$ cat src/rtl/jvs_pkg.sv
package jvs_pkg;
  typedef enum logic [2:0] {
    OP_NONE      = 3'd0,
    OP_LOAD_TDI  = 3'd1,
    OP_LOAD_TMS  = 3'd2,
    OP_SET_LEN   = 3'd3,
    OP_SET_DIV   = 3'd4,
    OP_GO        = 3'd5,
    OP_PULSE_RST = 3'd6
  } jvs_op_e;

  typedef enum logic [1:0] {
    ST_IDLE = 2'd0,
    ST_LOW  = 2'd1,
    ST_HIGH = 2'd2,
    ST_RST  = 2'd3
  } jvs_state_e;
endpackage

$ cat src/rtl/jvs_halfcnt.sv
module jvs_halfcnt #(
  parameter int DIV_W = 7
) (
  input  logic             clk,
  input  logic             rst,
  input  logic             restart_i,
  input  logic [DIV_W-1:0] div_i,
  output logic             tick_o
);
  logic [DIV_W-1:0] cnt_q;

  assign tick_o = (cnt_q == '0);

  always_ff @(posedge clk) begin
    if (rst)                      cnt_q <= '0;
    else if (restart_i || tick_o) cnt_q <= div_i;
    else                          cnt_q <= cnt_q - 1'b1;
  end
endmodule

$ cat src/rtl/jvs_txlane.sv
module jvs_txlane #(
  parameter int VEC_W = 128
) (
  input  logic             clk,
  input  logic             rst,
  input  logic             load_i,
  input  logic [VEC_W-1:0] data_i,
  input  logic             start_i,
  input  logic             advance_i,
  output logic             bit_o
);
  logic [VEC_W-1:0] sh_q;

  always_ff @(posedge clk) begin
    if (rst) begin
      sh_q  <= '0;
      bit_o <= 1'b0;
    end else begin
      if (load_i) sh_q <= data_i;
      else if (advance_i) sh_q <= sh_q >> 1;
      if (start_i) bit_o <= sh_q[0];
      else if (advance_i) bit_o <= sh_q[1];
    end
  end
endmodule

$ cat src/rtl/jvs_rxcap.sv
module jvs_rxcap #(
  parameter int VEC_W = 128,
  parameter int IDX_W = 7
) (
  input  logic             clk,
  input  logic             rst,
  input  logic             clear_i,
  input  logic             capture_i,
  input  logic [IDX_W-1:0] idx_i,
  input  logic             din_i,
  output logic [VEC_W-1:0] rx_o
);
  always_ff @(posedge clk) begin
    if (rst || clear_i) rx_o <= '0;
    else if (capture_i) rx_o[idx_i] <= din_i;
  end
endmodule

$ cat src/rtl/jtag_vector_shifter.sv
module jtag_vector_shifter #(
  parameter int VEC_W  = 128,
  parameter int DIV_W  = 7,
  parameter int RSTW_W = 8
) (
  input  logic             clk,
  input  logic             rst,
  input  logic             cmd_valid_i,
  input  logic [2:0]       cmd_op_i,
  input  logic [VEC_W-1:0] cmd_data_i,
  output logic             tck_o,
  output logic             tms_o,
  output logic             tdi_o,
  input  logic             tdo_i,
  output logic             trst_n_o,
  output logic             busy_o,
  output logic             done_o,
  output logic [VEC_W-1:0] rx_o
);
  import jvs_pkg::*;

  localparam int IDX_W = $clog2(VEC_W);
  localparam int LEN_W = IDX_W + 1;
  localparam logic [LEN_W-1:0] FULL_LEN = LEN_W'(VEC_W);

  jvs_state_e       state_q;
  jvs_op_e          op;
  logic [LEN_W-1:0] len_q, nbits;
  logic [DIV_W-1:0] div_q;
  logic [IDX_W-1:0] bitidx_q;
  logic [RSTW_W:0]  rcnt_q;
  logic             idle, go_acc, pulse_acc, cfg_wr, tick, last_bit, advance, capture;
  logic [1:0]       lane_bit;

  assign op        = jvs_op_e'(cmd_op_i);
  assign idle      = (state_q == ST_IDLE);
  assign go_acc    = cmd_valid_i && idle && (op == OP_GO);
  assign pulse_acc = cmd_valid_i && idle && (op == OP_PULSE_RST);
  assign cfg_wr    = cmd_valid_i && idle;
  assign nbits     = (len_q == '0 || len_q > FULL_LEN) ? FULL_LEN : len_q;
  assign last_bit  = ({1'b0, bitidx_q} == nbits - LEN_W'(1));
  assign advance   = (state_q == ST_HIGH) && tick && !last_bit;
  assign capture   = (state_q == ST_LOW) && tick;
  assign busy_o    = (state_q == ST_LOW) || (state_q == ST_HIGH);

  jvs_halfcnt #(.DIV_W(DIV_W)) u_half (
    .clk(clk), .rst(rst), .restart_i(go_acc || pulse_acc),
    .div_i(div_q), .tick_o(tick)
  );

  for (genvar l = 0; l < 2; l++) begin : g_lane
    localparam jvs_op_e LOAD_OP = (l == 0) ? OP_LOAD_TDI : OP_LOAD_TMS;
    jvs_txlane #(.VEC_W(VEC_W)) u_lane (
      .clk(clk), .rst(rst),
      .load_i(cfg_wr && (op == LOAD_OP)), .data_i(cmd_data_i),
      .start_i(go_acc), .advance_i(advance), .bit_o(lane_bit[l])
    );
  end
  assign tdi_o = lane_bit[0];
  assign tms_o = lane_bit[1];

  jvs_rxcap #(.VEC_W(VEC_W), .IDX_W(IDX_W)) u_rx (
    .clk(clk), .rst(rst), .clear_i(go_acc), .capture_i(capture),
    .idx_i(bitidx_q), .din_i(tdo_i), .rx_o(rx_o)
  );

  always_ff @(posedge clk) begin
    if (rst) begin
      len_q <= '0;
      div_q <= '0;
    end else if (cfg_wr) begin
      if (op == OP_SET_LEN) len_q <= cmd_data_i[LEN_W-1:0];
      if (op == OP_SET_DIV) div_q <= cmd_data_i[DIV_W-1:0];
    end
  end

  always_ff @(posedge clk) begin
    if (rst) begin
      state_q  <= ST_IDLE;
      tck_o    <= 1'b0;
      trst_n_o <= 1'b1;
      done_o   <= 1'b0;
      bitidx_q <= '0;
      rcnt_q   <= '0;
    end else begin
      case (state_q)
        ST_IDLE: begin
          if (go_acc) begin
            state_q  <= ST_LOW;
            done_o   <= 1'b0;
            bitidx_q <= '0;
          end else if (pulse_acc) begin
            state_q  <= ST_RST;
            trst_n_o <= 1'b0;
            rcnt_q   <= {cmd_data_i[RSTW_W-1:0], 1'b1};
          end
        end
        ST_LOW: begin
          if (tick) begin
            tck_o   <= 1'b1;
            state_q <= ST_HIGH;
          end
        end
        ST_HIGH: begin
          if (tick) begin
            tck_o <= 1'b0;
            if (last_bit) begin
              state_q <= ST_IDLE;
              done_o  <= 1'b1;
            end else begin
              state_q  <= ST_LOW;
              bitidx_q <= bitidx_q + 1'b1;
            end
          end
        end
        default: begin
          if (tick) begin
            if (rcnt_q == '0) begin
              trst_n_o <= 1'b1;
              state_q  <= ST_IDLE;
            end else begin
              rcnt_q <= rcnt_q - 1'b1;
            end
          end
        end
      endcase
    end
  end

  AST_TCK_LOW_WHEN_IDLE: assert property (@(posedge clk) disable iff (rst)
    !busy_o |-> !tck_o);
  AST_LINES_HELD_WHILE_HIGH: assert property (@(posedge clk) disable iff (rst)
    (tck_o && $past(tck_o)) |-> ($stable(tms_o) && $stable(tdi_o)));
  AST_INDEX_IN_RANGE: assert property (@(posedge clk) disable iff (rst)
    busy_o |-> ({1'b0, bitidx_q} < nbits));
  AST_NO_SCAN_IN_PULSE: assert property (@(posedge clk) disable iff (rst)
    !trst_n_o |-> (!busy_o && !tck_o));
  AST_GO_REFUSED_IN_PULSE: assert property (@(posedge clk) disable iff (rst)
    (cmd_valid_i && op == OP_GO && state_q == ST_RST) |=> !busy_o);
  AST_DONE_LOW_WHILE_BUSY: assert property (@(posedge clk) disable iff (rst)
    busy_o |-> !done_o);
endmodule

$ cat config.mk
export PLATFORM = sky130hd
export DESIGN_NAME = jtag_vector_shifter
export DESIGN_NICKNAME = d
export VERILOG_FILES = /design/src/rtl/jvs_pkg.sv /design/src/rtl/jvs_halfcnt.sv /design/src/rtl/jvs_txlane.sv /design/src/rtl/jvs_rxcap.sv /design/src/rtl/jtag_vector_shifter.sv
export SDC_FILE = /design/constraint.sdc
export NUM_CORES = 1
export LEC_CHECK = 0
export ABC_CLOCK_PERIOD_IN_PS = 5500
export BUFFER_PORTS_ARGS = -buffer_cell sky130_fd_sc_hd__buf_4
export CORE_ASPECT_RATIO = 0.75
export CORE_MARGIN = 10
export CORE_UTILIZATION = 55
export DETAILED_ROUTE_END_ITERATION = 6
export PLACE_DENSITY = 0.77
export SETUP_SLACK_MARGIN = 0.05
export SYNTH_ARGS = -nofsm -noshare
export SYNTH_HDL_FRONTEND = slang
export SYNTH_SLANG_ARGS = --single-unit
$ cat constraint.sdc
create_clock -name clk -period 5.5 [get_ports clk]
set_input_delay 0.275 -clock clk [delete_from_list [all_inputs] [get_ports clk]]
set_output_delay 0.275 -clock clk [all_outputs]
set_load 0.05 [all_outputs]
# Yosys cells after proc, flatten, opt, wreduce, memory -nomap -nowiden
# Index checks and enable logic that the tools add are counted.
# classes
reduce_logical,36
bitwise_logic,1
n_eq_ne,18
n_addsub,4
order_cmp,3
mux,42
# ops
op,count
128-bit two-way mux,4
128-bit bitwise mux,1
9-bit two-way mux,4
7-bit two-way mux,4
9-bit case mux with 2 select lines,1
1-bit two-way mux,15
5-bit AND reduction,3
7-bit case mux with 2 select lines,1
2-bit nonzero test,7
2-bit two-way mux,6
"2-bit != test, second input constant",6
"3-bit == test, second input constant",3
1-bit logical AND,9
9-bit zero test,1
"9-bit by 1-bit subtractor with 9-bit output, second input constant",1
7-bit by 8-bit == test with 1-bit output,1
"8-bit > comparator, second input constant",1
8-bit zero test,1
"7-bit by 8-bit < comparator with 1-bit output, second input constant",1
8-bit two-way mux,1
4-bit AND reduction,2
"8-bit by 1-bit subtractor with 8-bit output, second input constant",1
"7-bit by 1-bit adder with 7-bit output, second input constant",1
1-bit demux with 7-bit select,1
other kinds (19),28
# word_totals
regBits,429
out_inout_bits,134
input_bits,135

# Logic depth before layout (Yosys ltp)
# Gate-level depths: netlist of run 1.
# logic_depth
ltp_word,9
ltp_mapped,14
depth_no_buf,10

# Cells and area by module
# Synthesis of run 1 repeated with hierarchy kept, for this count alone.
# hier_totals
cells_unflattened,2089
area_unflattened_um2,20479.6
# modules_own_cells
mod,n_inst,seq_area_each_um2,cells_each,area_each_um2
jvs_txlane,2,2582.5,574,6078.3
jvs_rxcap,1,2562.5,607,5526.6
jtag_vector_shifter,1,720.7,280,2306.0
jvs_halfcnt,1,140.1,54,490.5

# Worst setup path before layout of run 1
# Ideal clock, no wire load.
# synth_path
kind,register to register
start,register len_q[7]
end,register g_lane[0].u_lane.sh_q[0]
t_required_ps,5363
slack_ps,2901
arrival_ps,2462
period_less_slack_ps,2599
n_path_buf,4
path_stages_with_launch,15
cell_sequence,dfxtp_1 > buf_2 > inv_1 > nand2_1 > ha_1 > or3b_1 > nand3b_1 > a21oi_1 > nand4b_1 > o21ai_1 > buf_4 > buf_12 > buf_12 > mux2i_1 > a211oi_1
# synth_between
elab_chain_cells,8
elab_cells_between_ends,9
# synth_rtl
item,line_no,source
start: declaration,jtag_vector_shifter.sv:28,"logic [LEN_W-1:0] len_q, nbits;"
start signal: assignment,jtag_vector_shifter.sv:72,if (op == OP_SET_LEN) len_q <= cmd_data_i[LEN_W-1:0];
8-bit > comparator / 8-bit zero test (equally long branches),jtag_vector_shifter.sv:40,assign nbits = (len_q == '0 || len_q > FULL_LEN) ? FULL_LEN : len_q;
1-bit logical OR,jtag_vector_shifter.sv:40,
8-bit two-way mux *,jtag_vector_shifter.sv:40,
8-bit by 1-bit subtractor with 8-bit output *,jtag_vector_shifter.sv:41,"assign last_bit = ({1'b0, bitidx_q} == nbits - LEN_W'(1));"
7-bit by 8-bit == test with 1-bit output *,jtag_vector_shifter.sv:41,
1-bit zero test *,jtag_vector_shifter.sv:42,assign advance = (state_q == ST_HIGH) && tick && !last_bit;
1-bit logical AND *,jtag_vector_shifter.sv:42,
2-bit nonzero test (no source line) *,n/a,
end signal: assignment,jvs_txlane.sv:19,if (load_i) sh_q <= data_i;
end signal: assignment,jvs_txlane.sv:20,else if (advance_i) sh_q <= sh_q >> 1;
end: declaration,jvs_txlane.sv:12,logic [VEC_W-1:0] sh_q;
# Mark *: on every way between the ends. The rest lies on a longest branch, timed or not.
# A chain may end at the register's enable or synchronous reset.

# Final worst setup path of run 1
# layout_path
start,register len_q[7]
end,register g_lane[0].u_lane.sh_q[66]
# Same word-level chain as after synthesis.

==> flow_metrics.tcl, run 1 <==
set metrics [dict create \
    die_width_microns 236 \
    synth_edf_count 0 \
    wl_per_cell_microns 18.5 \
    drcViolationCount 0 \
    track_usage 0.224 \
    cp_num_buf_inv 2 \
    cts_root_buffer "clkbuf_16" \
    numCtsBuffers 42 \
    htreeDepth 2 \
    io-pin-count 269 \
    finalPower_mw 7.83 \
    cpMaxStageDelayCell "o21ai_4" \
    grt_pass1_vias 15600 \
    setup_tns_ns 0 \
    floorplan.initialDensity 0.555 \
    critPathKind "flop to flop" \
    syn_inst 2153 \
    synth_area_sq_mm 0.0192 \
    post-synth-top-count-cell "dfxtp_1" \
    port-buffer-count 268 \
    cts_tree "yes" \
    drive_above_1_share 0.158 \
    hold_viol_final 0 \
    finalCritPeriodShare 0.688 \
    cts_hold_buf 1 \
    max_stage_delay_ns 0.83 \
    dp_slack_ns 1.75 \
    yosysWarningCount 0 \
    worstMarginPinSlew_ns 1.21 \
    cp_top_family "compound AO/OA/AOI/OAI gates" \
    synth.area.top_cells "dfxtp_1 (45%), mux2i_1 (15%), a211oi_1 (10%)" \
    grt_max_degree 255 \
    clk_latency_ns 0.54 \
    first_pass_iters 5 \
    synth_area_leader_cell "dfxtp_1" \
    ys_types 55 \
    cellPowerDensity_mw_per_mm2 351 \
    drt_wl_total_microns 51200 \
    synthTopCellsByCount "dfxtp_1 (429), nor2_1 (382), mux2i_1 (288)" \
    grt-ovfl-total 0 \
    worst_slack_ns 1.72 \
    cp.required_ns 5.87 \
    power.leakage_nw 10.0 \
    post_dp_cell_area_sq_mm 0.0209 \
    synth_nets 2296 \
    place.gp.congestion 0.846 \
    ys_seq_area_frac 0.448 \
    crit_fanout 47 \
    ant_nets 0 \
    vias_per_cell 5.91 \
    vias 16400 \
    endpoint_kind "flop" \
    clock_path_buffers 3 \
    syn_area_per_cell_sq_um 8.90 \
    cts.sinks 429 \
    worstPathArrival_ns 4.15 \
    fmax_mhz 264 \
    fin_cells 2772 \
    worst_setup_path_start_kind "flop" \
    hold_slack_ns 0.0376 \
    ys_ff_latch 429 \
    cts_resized 0 \
    status "completed" \
    rsz0062_at_grt "no" \
    syn_to_final_growth_pct 16.5 \
    die_area_sq_mm 0.0428 \
    hold_path.class "primary input to flop" \
    maxSlewHeadroom 0.189 \
    fin_crit_ns 3.78 \
    die_h_microns 182 \
    design_area_sq_mm 0.0223 \
    synth_flop_cell "dfxtp_1" \
    placedCellCount 2695 \
    ys_async_sr_fraction 0 \
    drtIter0Drc 1413 \
    dp_hpwl_microns 33900 \
    netlist.area_leader.share 0.448 \
    cts_setup_buffers 0 \
    core_area_sq_mm 0.0345 \
    clock_skew_ns 0.0172 \
    final_nets 2426 \
    grt_pass1_wl_microns 82200 \
    slew_violations 0 \
    setup_viol 0 \
    ir_drop_uv 443 \
    antenna_found_initial 3 \
    row_count 59 \
    worstPathCellList "inv_1 > nand2_1 > ha_1 > or3b_1 > nand3b_1 > a21oi_1 > nand4b_1 > o21ai_4 > buf_12 > mux2i_1 > a211oi_1" \
    cap_violations 0 \
    fin_util 0.646 \
    clk_pin_slew_ns 0.06 \
]
-- cells by family after synthesis --
family | after synthesis | synth area share
buf+inv | 219 | 0.0642
xor+xnor | 7 | 0.00320
flops | 429 | 0.448
compound gates | 561 | 0.186
simple gates | 641 | 0.143
fa+ha+maj | 8 | 0.00522
mux | 288 | 0.150
-- final timing paths --
check                                      from                   endpoint  slack [ns]  cells after the start
worst max-delay path                   len_q[7]  g_lane[0].u_lane.sh_q[66]        1.72                     11
worst min-delay path             cmd_data_i[86]  g_lane[0].u_lane.sh_q[86]        0.04                      3
worst max register to register         len_q[7]  g_lane[0].u_lane.sh_q[66]        1.72                     11
worst min register to register  u_half.cnt_q[0]            u_half.cnt_q[0]        0.47                      1
-- final cells by class --
type / instances / area (sq um)
multi-input cells: 1505 / 9400
diodes: 3 / 7.51
flip-flops and latches: 429 / 8590
repair buffers: 292 / 2290
well taps: 457 / 572
inverters: 13 / 48.8
clock inverters: 15 / 231
fillers: 2846 / 12200
clock buffers: 58 / 1190
-- placed cells by master (no fill, tap or decap), types with 3 or more instances in the layout --
cell type and n:
nor2b_1 13, diode_2 3, xor2_1 3, nand2_1 97
nand4_1 31, clkbuf_16 43, dfxtp_1 429, nor2_1 382
clkbuf_1 9, xnor2_1 4, inv_1 13, nor4_1 4
clkinv_2 7, o21ai_0 130, a21oi_1 139, nand2b_1 7
clkbuf_8 7, a211oi_1 263, and2_1 3, nor3_1 15
nand3_1 61, buf_4 283, o211ai_1 4, buf_12 7
bufinv_16 6, mux2i_1 288, ha_1 8, and3_1 9
-- report_power, final --
group | internal [mW] | switching [mW]
logic | 0.563 | 0.867
clock network | 1.80 | 1.19
registers | 3.29 | 0.123
-- sequential cells by signal (all words and copies together) (netlist names) --
signal	cells
div_q	7
g_lane.u_lane.sh_q	256
tck_o	1
done_o	1
rcnt_q	9
u_half.cnt_q	7
u_rx.rx_o	128
g_lane.u_lane.bit_o	2
trst_n_o	1
len_q	8
state_q	2
bitidx_q	7
-- worst min-delay path, stage by stage --
cell and delay, ns:
buf_4 0.11, nor2_1 0.09, a211oi_1 0.05
-- layer usage --
layer	wire length (microns)	share of wire	GRT usage
met1	22700	0.44	0.298
met2	24000	0.47	0.360
met5	0	0	0
met3	3190	0.062	0.0395
met4	1370	0.027	0.0757
(Power assumes the default switching activity.)
==> run 2, diff against run 1 <==
Settings changed: ABC_CLOCK_PERIOD_IN_PS 5500 to 3500.
Clock period 5.5 ns to 3.5 ns, I/O delays scaled along.
==> flow_metrics.tcl, run 2 (synthesis results as in run 1) <==
set metrics [dict create \
    largestRegisters "g_lane.u_lane.sh_q (256), u_rx.rx_o (128), rcnt_q (9)" \
    row_count 59 \
    syn_to_final_growth_pct 24.0 \
    cap_violations 0 \
    numCtsBuffers 43 \
    drive_above_1_share 0.157 \
    ant_nets 0 \
    place.gp.congestion 0.863 \
    worst_setup_path_start_kind "flop" \
    finalCritPeriodShare 0.930 \
    wl_per_cell_microns 19.1 \
    clk_pin_slew_ns 0.06 \
    largest_reg_flops 256 \
    worstPathArrival_ns 3.70 \
    fin_crit_ns 3.26 \
    critPathKind "flop to flop" \
    slew_violations 0 \
    die_h_microns 182 \
    io-pin-count 269 \
    cp_num_buf_inv 2 \
    port-buffer-count 268 \
    worstMarginPinSlew_ns 1.22 \
    setup_viol 0 \
    dp_slack_ns 0.211 \
    status "completed" \
    fin_util 0.688 \
    cts_root_buffer "clkbuf_16" \
    drtIter0Drc 1713 \
    cts_setup_buffers 0 \
    endpoint_kind "flop" \
    dp_hpwl_microns 34600 \
    clock_path_buffers 3 \
    worst_slack_ns 0.244 \
    power.leakage_nw 10.6 \
    die_width_microns 236 \
    crit_fanout 94 \
    die_area_sq_mm 0.0428 \
    drcViolationCount 0 \
    final_nets 2569 \
    regMostFlops "g_lane.u_lane.sh_q" \
    first_pass_iters 5 \
    vias_per_cell 5.88 \
    grt_pass1_wl_microns 89200 \
    rsz0062_at_grt "yes" \
    grt-ovfl-total 0 \
    antenna_found_initial 2 \
    vias 17100 \
    floorplan.initialDensity 0.555 \
    ir_drop_uv 491 \
    clock_skew_ns 0.0154 \
    htreeDepth 2 \
    worstPathCellList "inv_1 > nand2_1 > ha_1 > or3b_1 > nand3b_1 > a21oi_1 > nand4b_1 > o21ai_4 > buf_16 > mux2i_1 > a211oi_1" \
    maxSlewHeadroom 0.182 \
    hold_path.class "primary input to flop" \
    cp.required_ns 3.94 \
    cts.sinks 429 \
    fmax_mhz 307 \
    track_usage 0.245 \
    grt_max_degree 213 \
    grt_pass1_vias 16900 \
    core_area_sq_mm 0.0345 \
    drt_wl_total_microns 55500 \
    most-common-layout-cells "dfxtp_1 (428), nor2_1 (382), buf_4 (292)" \
    cp_top_family "simple AND/OR/NAND/NOR gates" \
    fillerInstances 2597 \
    final_common_cell "dfxtp_1" \
    cts_tree "yes" \
    hold_slack_ns 0.0660 \
    setup_tns_ns 0 \
    cpMaxStageDelayCell "buf_16" \
    hold_viol_final 0 \
    max_stage_delay_ns 0.45 \
    clk_latency_ns 0.56 \
    cellPowerDensity_mw_per_mm2 526 \
]
## run 2: cell count changes in the layout (fill, tap and decap cells not counted), sizes merged
| cell | delta |
|---|---|
| buf | +13 |
| bufinv | -2 |
| clkinv | +4 |
| clkinvlp | -1 |
| diode | -1 |
| dlygate4sd3 | +129 |
| inv | +1 |
## run 2: layer usage
layer	share of wire	global-route usage	wire length, microns
met2	0.48	0.404	26600
met3	0.067	0.0440	3720
met4	0.036	0.0990	1990
met1	0.42	0.313	23200
met5	0	0	0
## run 2: tightest hold or removal path: cells and delay by family
family	cells	cell delay, ns
AND/OR/NAND/NOR	2	0.23
AO/OA/AOI/OAI	1	0.05
buffers and inverters	1	0.11
## run 2: final timing paths
kind | to | from | slack, ns | cells after the start
worst max-delay path | g_lane[0].u_lane.sh_q[106] | len_q[7] | 0.24 | 11
worst min-delay path | g_lane[1].u_lane.sh_q[127] | cmd_op_i[2] | 0.07 | 4
worst max register to register | g_lane[0].u_lane.sh_q[106] | len_q[7] | 0.24 | 11
worst min register to register | g_lane[1].u_lane.sh_q[127] | g_lane[1].u_lane.sh_q[127] | 0.47 | 2
## run 2: power breakdown
| group | total, mW | internal (mW) | leakage [nW] | switching, mW |
|---|---|---|---|---|
| Combinational | 2.43 | 1.00 | 6.45 | 1.43 |
| Clock | 4.70 | 2.73 | 0.706 | 1.97 |
| Sequential | 5.37 | 5.17 | 3.47 | 0.201 |
| Total | 12.5 | 8.91 | 10.6 | 3.59 |
## run 2: layout make-up
type                       instances  area, sq um  area share
multi-input combinational       1505         9410       0.396
sequential                       429         8590       0.361
timing repair buffer             434         3730       0.157
clock buffer                      58         1210      0.0511
tap                              457          572      0.0241
clock inverter                    17          204     0.00858
inverter                          13         48.8     0.00205
antenna                            2         5.00    0.000211
## run 2: through the flow
step / instances / instance area, sq um / power, mW
after floorplan: 2153 / 19200 / 7.26
after global placement: 2708 / 21000 / 7.63
after detailed placement: 2708 / 21000 / 7.72
after CTS: 2913 / 23700 / 12.5
after global routing: 2915 / 23800 / 13.0
final: 2915 / 23800 / 12.5
## run 2: what timing repair did
| item | 4_1_cts | 5_1_grt |
|---|---|---|
| endpoints found under the hold margin | 272 | 0 |
| hold buffers | 130 | 0 |
| gates resized for setup | 0 | 5 |
| endpoints found under the setup margin | 0 | 180 |
